===== src/rtl/nirq_pkg.sv =====
package nirq_pkg;
  localparam int NUM_SRC = 6;
  localparam int LIVE_W  = 7;

  typedef enum logic [1:0] {
    SEL_STICKY = 2'd0,
    SEL_ENABLE = 2'd1,
    SEL_LIVE   = 2'd2,
    SEL_VOID   = 2'd3
  } reg_sel_e;

  typedef struct packed {
    logic       dec_fail;
    logic [1:0] fix_cnt;
    logic       err_seen;
    logic       ecc_rdy;
    logic       ctl_rdy;
    logic       nand_rdy;
  } live_t;
endpackage


===== src/rtl/nirq_latch.sv =====
module nirq_latch #(
  parameter int N = 6
) (
  input  logic         clk,
  input  logic         rst,
  input  logic [N-1:0] evt,
  input  logic         clr,
  output logic [N-1:0] stat
);
  for (genvar i = 0; i < N; i++) begin : g_bit
    logic held_q;
    always_ff @(posedge clk) begin
      if (rst) held_q <= 1'b0;
      else     held_q <= (held_q & ~clr) | evt[i];
    end
    assign stat[i] = held_q;


    sticky_hold_chk: assert property (@(posedge clk) disable iff (rst)
      (stat[i] && !clr) |=> stat[i]);

    race_keep_chk: assert property (@(posedge clk) disable iff (rst)
      (clr && evt[i]) |=> stat[i]);
  end


  clear_all_chk: assert property (@(posedge clk) disable iff (rst)
    (clr && evt == '0) |=> (stat == '0));
endmodule


===== src/rtl/nirq_mask.sv =====
module nirq_mask #(
  parameter int N = 6
) (
  input  logic         clk,
  input  logic         rst,
  input  logic         we,
  input  logic [N-1:0] wval,
  output logic [N-1:0] mask
);
  logic [N-1:0] mask_q;
  always_ff @(posedge clk) begin
    if (rst)     mask_q <= '0;
    else if (we) mask_q <= wval;
  end
  assign mask = mask_q;


  mask_keep_chk: assert property (@(posedge clk) disable iff (rst)
    !we |=> $stable(mask));
endmodule


===== src/rtl/nirq_irq.sv =====
module nirq_irq #(
  parameter int N = 6
) (
  input  logic         clk,
  input  logic         rst,
  input  logic [N-1:0] stat,
  input  logic [N-1:0] mask,
  output logic         irq
);
  logic irq_q;
  always_ff @(posedge clk) begin
    if (rst) irq_q <= 1'b0;
    else     irq_q <= |(stat & mask);
  end
  assign irq = irq_q;


  irq_rise_chk: assert property (@(posedge clk) disable iff (rst)
    (|(stat & mask)) |=> irq);

  irq_low_chk: assert property (@(posedge clk) disable iff (rst)
    !(|(stat & mask)) |=> !irq);
endmodule


===== src/rtl/nirq_live.sv =====
module nirq_live
  import nirq_pkg::*;
(
  input  logic       clk,
  input  logic       rst,
  input  logic       nand_rdy,
  input  logic       ctl_rdy,
  input  logic       ecc_rdy,
  input  logic       err_seen,
  input  logic [1:0] fix_cnt,
  input  logic       dec_fail,
  output live_t      live,
  output logic       dev_ready
);
  logic rdy_q;

  always_comb begin
    live.nand_rdy = nand_rdy;
    live.ctl_rdy  = ctl_rdy;
    live.ecc_rdy  = ecc_rdy;
    live.err_seen = err_seen;
    live.fix_cnt  = fix_cnt;
    live.dec_fail = dec_fail;
  end

  always_ff @(posedge clk) begin
    if (rst) rdy_q <= 1'b0;
    else     rdy_q <= nand_rdy & ctl_rdy;
  end
  assign dev_ready = rdy_q;


  ready_both_chk: assert property (@(posedge clk) disable iff (rst)
    dev_ready |-> ($past(nand_rdy) && $past(ctl_rdy)));
endmodule


===== src/rtl/nand_irq_status.sv =====
module nand_irq_status
  import nirq_pkg::*;
#(
  parameter int ADDR_W = 2,
  parameter int DATA_W = 32
) (
  input  logic              clk,
  input  logic              rst,
  input  logic              rd_en,
  input  logic              wr_en,
  input  logic [ADDR_W-1:0] addr,
  input  logic [DATA_W-1:0] wdata,
  output logic [DATA_W-1:0] rdata,
  input  logic [NUM_SRC-1:0] evt_in,
  input  logic              nand_rdy,
  input  logic              ctl_rdy,
  input  logic              ecc_rdy,
  input  logic              err_seen,
  input  logic [1:0]        fix_cnt,
  input  logic              dec_fail,
  output logic              irq,
  output logic              dev_ready
);
  localparam int PAD_S = DATA_W - NUM_SRC;
  localparam int PAD_L = DATA_W - LIVE_W;

  logic [NUM_SRC-1:0] stat, mask;
  live_t              live;
  logic               sel_sticky, sel_enable, sel_live;
  logic               clr, mask_we;
  logic [DATA_W-1:0]  rdata_q, rd_next;
  logic               unused_wdata;

  assign sel_sticky = (addr == ADDR_W'(SEL_STICKY));
  assign sel_enable = (addr == ADDR_W'(SEL_ENABLE));
  assign sel_live   = (addr == ADDR_W'(SEL_LIVE));
  assign clr        = rd_en & sel_sticky;
  assign mask_we    = wr_en & sel_enable;
  assign unused_wdata = ^wdata[DATA_W-1:NUM_SRC];

  nirq_latch #(.N(NUM_SRC)) u_latch (
    .clk(clk), .rst(rst), .evt(evt_in), .clr(clr), .stat(stat));

  nirq_mask #(.N(NUM_SRC)) u_mask (
    .clk(clk), .rst(rst), .we(mask_we), .wval(wdata[NUM_SRC-1:0]),
    .mask(mask));

  nirq_irq #(.N(NUM_SRC)) u_irq (
    .clk(clk), .rst(rst), .stat(stat), .mask(mask), .irq(irq));

  nirq_live u_live (
    .clk(clk), .rst(rst), .nand_rdy(nand_rdy), .ctl_rdy(ctl_rdy),
    .ecc_rdy(ecc_rdy), .err_seen(err_seen), .fix_cnt(fix_cnt),
    .dec_fail(dec_fail), .live(live), .dev_ready(dev_ready));

  always_comb begin
    rd_next = '0;
    if (sel_sticky)      rd_next = {{PAD_S{1'b0}}, stat};
    else if (sel_enable) rd_next = {{PAD_S{1'b0}}, mask};
    else if (sel_live)   rd_next = {{PAD_L{1'b0}}, live};
  end

  always_ff @(posedge clk) begin
    if (rst)        rdata_q <= '0;
    else if (rd_en) rdata_q <= rd_next;
  end
  assign rdata = rdata_q;


  live_read_quiet_chk: assert property (@(posedge clk) disable iff (rst)
    (rd_en && sel_live && evt_in == '0) |=> $stable(stat));

  rdata_hold_chk: assert property (@(posedge clk) disable iff (rst)
    !rd_en |=> $stable(rdata));

  void_read_chk: assert property (@(posedge clk) disable iff (rst)
    (rd_en && addr == ADDR_W'(SEL_VOID)) |=> (rdata == '0));
endmodule


===== config.mk =====
export PLATFORM = sky130hd
export DESIGN_NAME = nand_irq_status
export DESIGN_NICKNAME = d
export VERILOG_FILES = /design/src/rtl/nirq_pkg.sv /design/src/rtl/nirq_latch.sv /design/src/rtl/nirq_mask.sv /design/src/rtl/nirq_irq.sv /design/src/rtl/nirq_live.sv /design/src/rtl/nand_irq_status.sv
export SDC_FILE = /design/constraint.sdc
export NUM_CORES = 1
export LEC_CHECK = 0
export CORE_MARGIN = 2
export CORE_UTILIZATION = 30
export DETAILED_ROUTE_END_ITERATION = 8
export HOLD_SLACK_MARGIN = 0.15
export PLACE_DENSITY = 0.8
export SYNTH_ARGS = -nofsm -noshare
export SYNTH_HDL_FRONTEND = slang
export SYNTH_SLANG_ARGS = --single-unit
export TNS_END_PERCENT = 100

===== constraint.sdc =====
create_clock -name clk -period 1.05 [get_ports clk]
set_input_delay 0.105 -clock clk [delete_from_list [all_inputs] [get_ports clk]]
set_output_delay 0.105 -clock clk [all_outputs]
set_load 0.01 [all_outputs]

==> Yosys cells after proc, flatten, opt, wreduce, memory -nomap -nowiden <==
Cells that the tools add are included.
{ "classes": {"n_eq_ne": 2, "div": 0, "bitwise_logic": 17, "n_shift": 0, "order_cmp": 0, "muxes": 3, "n_addsub": 0, "multipliers": 0, "reduce_logical": 2} }
{ "op_table": {"columns": ["operator", "n"], "rows": [
  ["7-bit two-way mux", 3],
  ["1-bit AND", 9],
  ["6-bit AND", 1],
  ["1-bit OR", 6],
  ["6-bit OR reduction", 1],
  ["2-bit by 1-bit equality test with 1-bit output (second input constant)", 1],
  ["2-bit equality test (second input constant)", 1],
  ["2-bit logical NOT", 1],
  ["1-bit NOT", 1]
]} }
{ "word_totals": {"rom_bits": 0, "n_memories": 0, "latch_bits": 0, "regBits": 46, "inputBits": 51, "wordCells": 34, "out_inout_bits": 34, "ramBits": 0} }

==> Depth between registers and ports, before layout <==
{ "depth": {"word_depth": 5, "depth_mapped": 5} }

==> Cells and area by module <==
A second synthesis with hierarchy kept.
{ "unflattened": {"cells_unflattened": 137, "area_unflattened_um2": 1197.4} }
{ "by_module_without_submodules": {"columns": ["mod", "area_per_inst_um2", "seq_area_each_um2", "cells_each", "instances"], "rows": [
  ["nand_irq_status", 598.1, 140.1, 74, 1],
  ["nirq_latch", 255.2, 120.1, 30, 1],
  ["nirq_mask", 214.0, 120.1, 19, 1],
  ["nirq_live", 81.3, 20.0, 9, 1],
  ["nirq_irq", 48.8, 20.0, 5, 1]
]} }

==> Worst setup path after synthesis <==
No wires, ideal clock.
{ "synth_timing": {"path_kind": "input -> register", "start": "input port addr[0]", "end": "register u_latch.g_bit[2].held_q", "setup_ns": 0.128, "n_path_buf": 2, "t_arrival_ns": 0.891, "setup_slack_ns": 0.031, "required_ns": 0.922, "path_stages": 5, "cell_sequence": "buf_6 -> or3b_1 -> buf_6 -> a21oi_2 -> nor2_1"} }
{ "synth_between": {"elab_chain_len": 5} }
{ "synth_lines": {"columns": ["element", "line_no", "source"], "rows": [
  ["start: declaration", "nand_irq_status.sv:11", "input logic [ADDR_W-1:0] addr,"],
  ["2-bit logical NOT", "nand_irq_status.sv:34", "assign sel_sticky = (addr == ADDR_W'(SEL_STICKY));"],
  ["1-bit AND", "nand_irq_status.sv:37", "assign clr = rd_en & sel_sticky;"],
  ["1-bit NOT", "nirq_latch.sv:14", "else held_q <= (held_q & ~clr) | evt[i];"],
  ["1-bit AND", "nirq_latch.sv:14", null],
  ["1-bit OR", "nirq_latch.sv:14", null],
  ["end signal: assignment", "nirq_latch.sv:14", null],
  ["end: declaration", "nirq_latch.sv:11", "logic held_q;"]
]} }
Every way passes these cells.
A chain may end at the register's enable or synchronous reset.

==> Worst setup path after layout <==
{ "layout_timing": {"start": "register rdata_q[5], in the netlist rdata[5]", "end": "output port rdata[5]"} }
{ "layout_lines": {"columns": ["element", "line_no", "source"], "rows": [
  ["start: declaration", "nand_irq_status.sv:31", "logic [DATA_W-1:0] rdata_q, rd_next;"],
  ["start signal: assignment", "nand_irq_status.sv:65", "else if (rd_en) rdata_q <= rd_next;"],
  ["end: declaration", "nand_irq_status.sv:13", "output logic [DATA_W-1:0] rdata,"]
]} }
No word-level cell between the ends.

==> impl_metrics.env <==
export IMPL_run_status="finished clean"
export IMPL_drtIter0Drc=32
export IMPL_final_max_slew_viol_count=0
export IMPL_power_density_mw_per_mm2=1200
export IMPL_clock_sinks=21
export IMPL_final_area_mm2=0.00146
export IMPL_routabilityCongestion=0.716
export IMPL_critPathCapture="rdata[5]"
export IMPL_pin_count=85
export IMPL_dp_hpwl_mm=1.69
export IMPL_leakagePower_nw=0.707
export IMPL_totalWireLength_mm=2.31
export IMPL_end_kind="output pin"
export IMPL_dominantRegCellSynth="dfxtp_1"
export IMPL_grt_util_met1=0.138
export IMPL_pre_cts_ws_ps=-425
export IMPL_yosysSeqAreaShare=0.379
export IMPL_rr_endpoint="rdata[3]$_SDFFE_PP0P_"
export IMPL_nets=205
export IMPL_postCtsSetupBuffers=0
export IMPL_ant_nets=0
export IMPL_ys_ff_latch=21
export IMPL_route_detailed_drc=0
export IMPL_fmax_mhz=1020
export IMPL_switching_share=0.268
export IMPL_synth_simple_gate_area_frac=0.167
export IMPL_cts_tree="built"
export IMPL_grt_remaining_overflow=0
export IMPL_clk_path_buf_depth=2
export IMPL_grt_max_degree=22
export IMPL_dr_pass1_iters=4
export IMPL_peakVddDrop_mv=0.513
export IMPL_rows=22
export IMPL_synth_area_mm2=0.00111
export IMPL_finalWorstSetupSlack_ps=66.9
export IMPL_floorplan_initialDensity=0.308
export IMPL_fin_skew_ps=4.69
export IMPL_hold_class="primary input to flop"
export IMPL_grt_use_met3=0.0399
export IMPL_worstPathArrival_ps=880
export IMPL_intPower_mw=1.28
export IMPL_synth_area_mux_share=0.108
export IMPL_n_fill_cell=375
export IMPL_timing_final_crit_share=0.936
export IMPL_grt_pass1_wl_mm=3.60
export IMPL_cts_made_buffers=3
export IMPL_vias_per_cell=4.21
export IMPL_yosysTopAreaCell="dfxtp_1"
export IMPL_slowest_stage="dfxtp_1"
export IMPL_reg2reg_depth=3
export IMPL_synth_xor_area_share=0
export IMPL_finalHoldViolations=0
export IMPL_grt_pass1_vias=773
export IMPL_dpl_cell_count=196
export IMPL_core_area_mm2=0.00361
export IMPL_synth_adder_area_share=0
export IMPL_busiest_layer="met2"
export IMPL_netlist_cell_type_count=20
export IMPL_dieArea_mm2=0.00420
export IMPL_synthTopCellsByArea="dfxtp_1 38%, buf_4 18%, mux2i_1 11%"
export IMPL_synth_top_family_by_area="buffers and inverters"
export IMPL_cp_num_cells=1
export IMPL_clk_latency_ps=270
export IMPL_gr_usage_all_layers=0.114
export IMPL_max_cap_violations=0
export IMPL_p_sw_uw=471
export IMPL_period_needed_ps=983
export IMPL_placed_area_mm2=0.00140
export IMPL_h_tree_depth=1
export IMPL_p_seq_frac=0.496
export IMPL_dieWidth_um=64.8
export IMPL_hold_buffers=0
export IMPL_synth_top_area_frac=0.379
export IMPL_reg2reg_slack_ps=130
export IMPL_path_clk_slew_ps=80
export IMPL_critical_path_class="flop to output pin"
export IMPL_path_buf_inv=1
export IMPL_p_comb_frac=0.192
export IMPL_io_buffers=33
export IMPL_wl_per_cell_um=11.5
export IMPL_crit_start="rdata[5]$_SDFFE_PP0P_"
export IMPL_postSynth_asyncResetShare=0
export IMPL_report_final_setup_viol=0
export IMPL_path_cells="dlygate4sd2_1"
export IMPL_drive_above_1_share=0.111
export IMPL_fin_cells=201
export IMPL_gr_usage_met2=0.195
export IMPL_area_growth_pct=31.3
export IMPL_synth_cells=119
export IMPL_slowest_delay_ps=340
export IMPL_worstPathMaxFanout=2
export IMPL_root_buffer="clkbuf_8"
export IMPL_clockPowerShare=0.312
export IMPL_antenna_found_initial=0
export IMPL_synth_compound_area_frac=0.132
export IMPL_cp_start_kind="flop"
export IMPL_synth_most_common_cell="buf_4"
export IMPL_detailroute_via_count=847
export IMPL_die_h_um=64.8
export IMPL_crit_family="flip-flops"
export IMPL_yosysWarningCount=0
export IMPL_synth_edf_count=0
export IMPL_rsz0062_at_grt="false"
export IMPL_synth_common_cells="26 x buf_4, 21 x dfxtp_1, 19 x nor2_1"
export IMPL_r2r_start="u_latch.g_bit[3].held_q$_SDFF_PP0_"
export IMPL_syn_avg_cell_area_um2=9.33
export IMPL_cp_required_ps=940
export IMPL_antenna_cells=0
## sequential cells by signal, summed over array words and instances (netlist names)
register	cells
u_irq.irq	1
rdata	7
u_live.dev_ready	1
u_latch.g_bit.held_q	6
u_mask.mask	6
## timing repair
| item | CTS | global route |
|---|---|---|
| endpoints found under the setup margin | 25 | 8 |
| cloned | 1 | 0 |
| pin swaps | 1 | 1 |
| resized for setup | 14 | 2 |
## metrics by stage
stage                     total power, mW  hold slack (ps)  utilization  setup TNS, ps
final                                1.75              341        0.404              0
after global routing                 1.85              343        0.404              0
after CTS                            1.77              388        0.402          -3.86
after detailed placement             1.23              466        0.388          -6370
after global placement               1.23              460        0.388          -6190
after floorplan                      1.13              183            -              0
## final cells by class
class                           count  area (µm²)  area share
Multi-Input combinational cell     90         557       0.382
Clock inverter                      1        5.00     0.00343
Clock buffer                        3        41.3      0.0283
Timing Repair Buffer               38         374       0.257
Sequential cell                    21         420       0.288
Tap cell                           48        60.1      0.0412
## per-layer routing
layer  part of all wire  routed length (µm)  up-vias
li1                   -                   -      424
met1               0.44                1010      392
met2               0.49                1130       29
met3              0.065                 151        2
met4             0.0043                  10        0
met5                  0                   0        -
## cell usage in the layout (no fill, tap or decap), drive strengths merged
| master | n |
|---|---|
| clkbuf | 3 |
| nand2b | 1 |
| dlygate4sd2 | 11 |
| nor3 | 6 |
| clkdlybuf4s50 | 21 |
| a22oi | 3 |
| dlymetal6s2s | 1 |
| nand2 | 1 |
| nand4b | 1 |
| o211a | 6 |
| clkinv | 1 |
| a21oi | 7 |
| nand3b | 7 |
| nor2 | 19 |
| conb | 25 |
| a31oi | 1 |
| or3b | 1 |
| buf | 5 |
| mux2i | 12 |
| dfxtp | 21 |
## worst min-delay path by stage
stage / startpoint / to / slack, ps / depth (start not counted)
global placement: rdata[6]$_SDFFE_PP0P_ / rdata[6]$_SDFFE_PP0P_ / 460 / 2
detailed placement: rdata[4]$_SDFFE_PP0P_ / rdata[4]$_SDFFE_PP0P_ / 470 / 2
floorplan: rst / rdata[0]$_SDFFE_PP0P_ / 180 / 1
finish: addr[1] / rdata[6]$_SDFFE_PP0P_ / 340 / 4
CTS: ctl_rdy / u_live.dev_ready$_SDFF_PP0_ / 390 / 3
global route: addr[1] / rdata[6]$_SDFFE_PP0P_ / 340 / 4
## cells by family (layout without fill, tap and decap cells)
logic type             after synthesis  in the layout
muxes                               12             12
DFF                                 21             21
other                                1             25
buffers and inverters               32             42
and+or+nand+nor                     36             36
AOI/OAI and AO/OA                   17             17
## power groups by stage
stage | Combinational (mW) | Clock [mW] | Sequential [mW]
floorplan | 0.240 | 0 | 0.893
global placement | 0.340 | 0 | 0.888
detailed placement | 0.342 | 0 | 0.890
CTS | 0.336 | 0.565 | 0.871
global route | 0.366 | 0.602 | 0.878
finish | 0.337 | 0.547 | 0.871
Power figures use the tool's default switching activity.
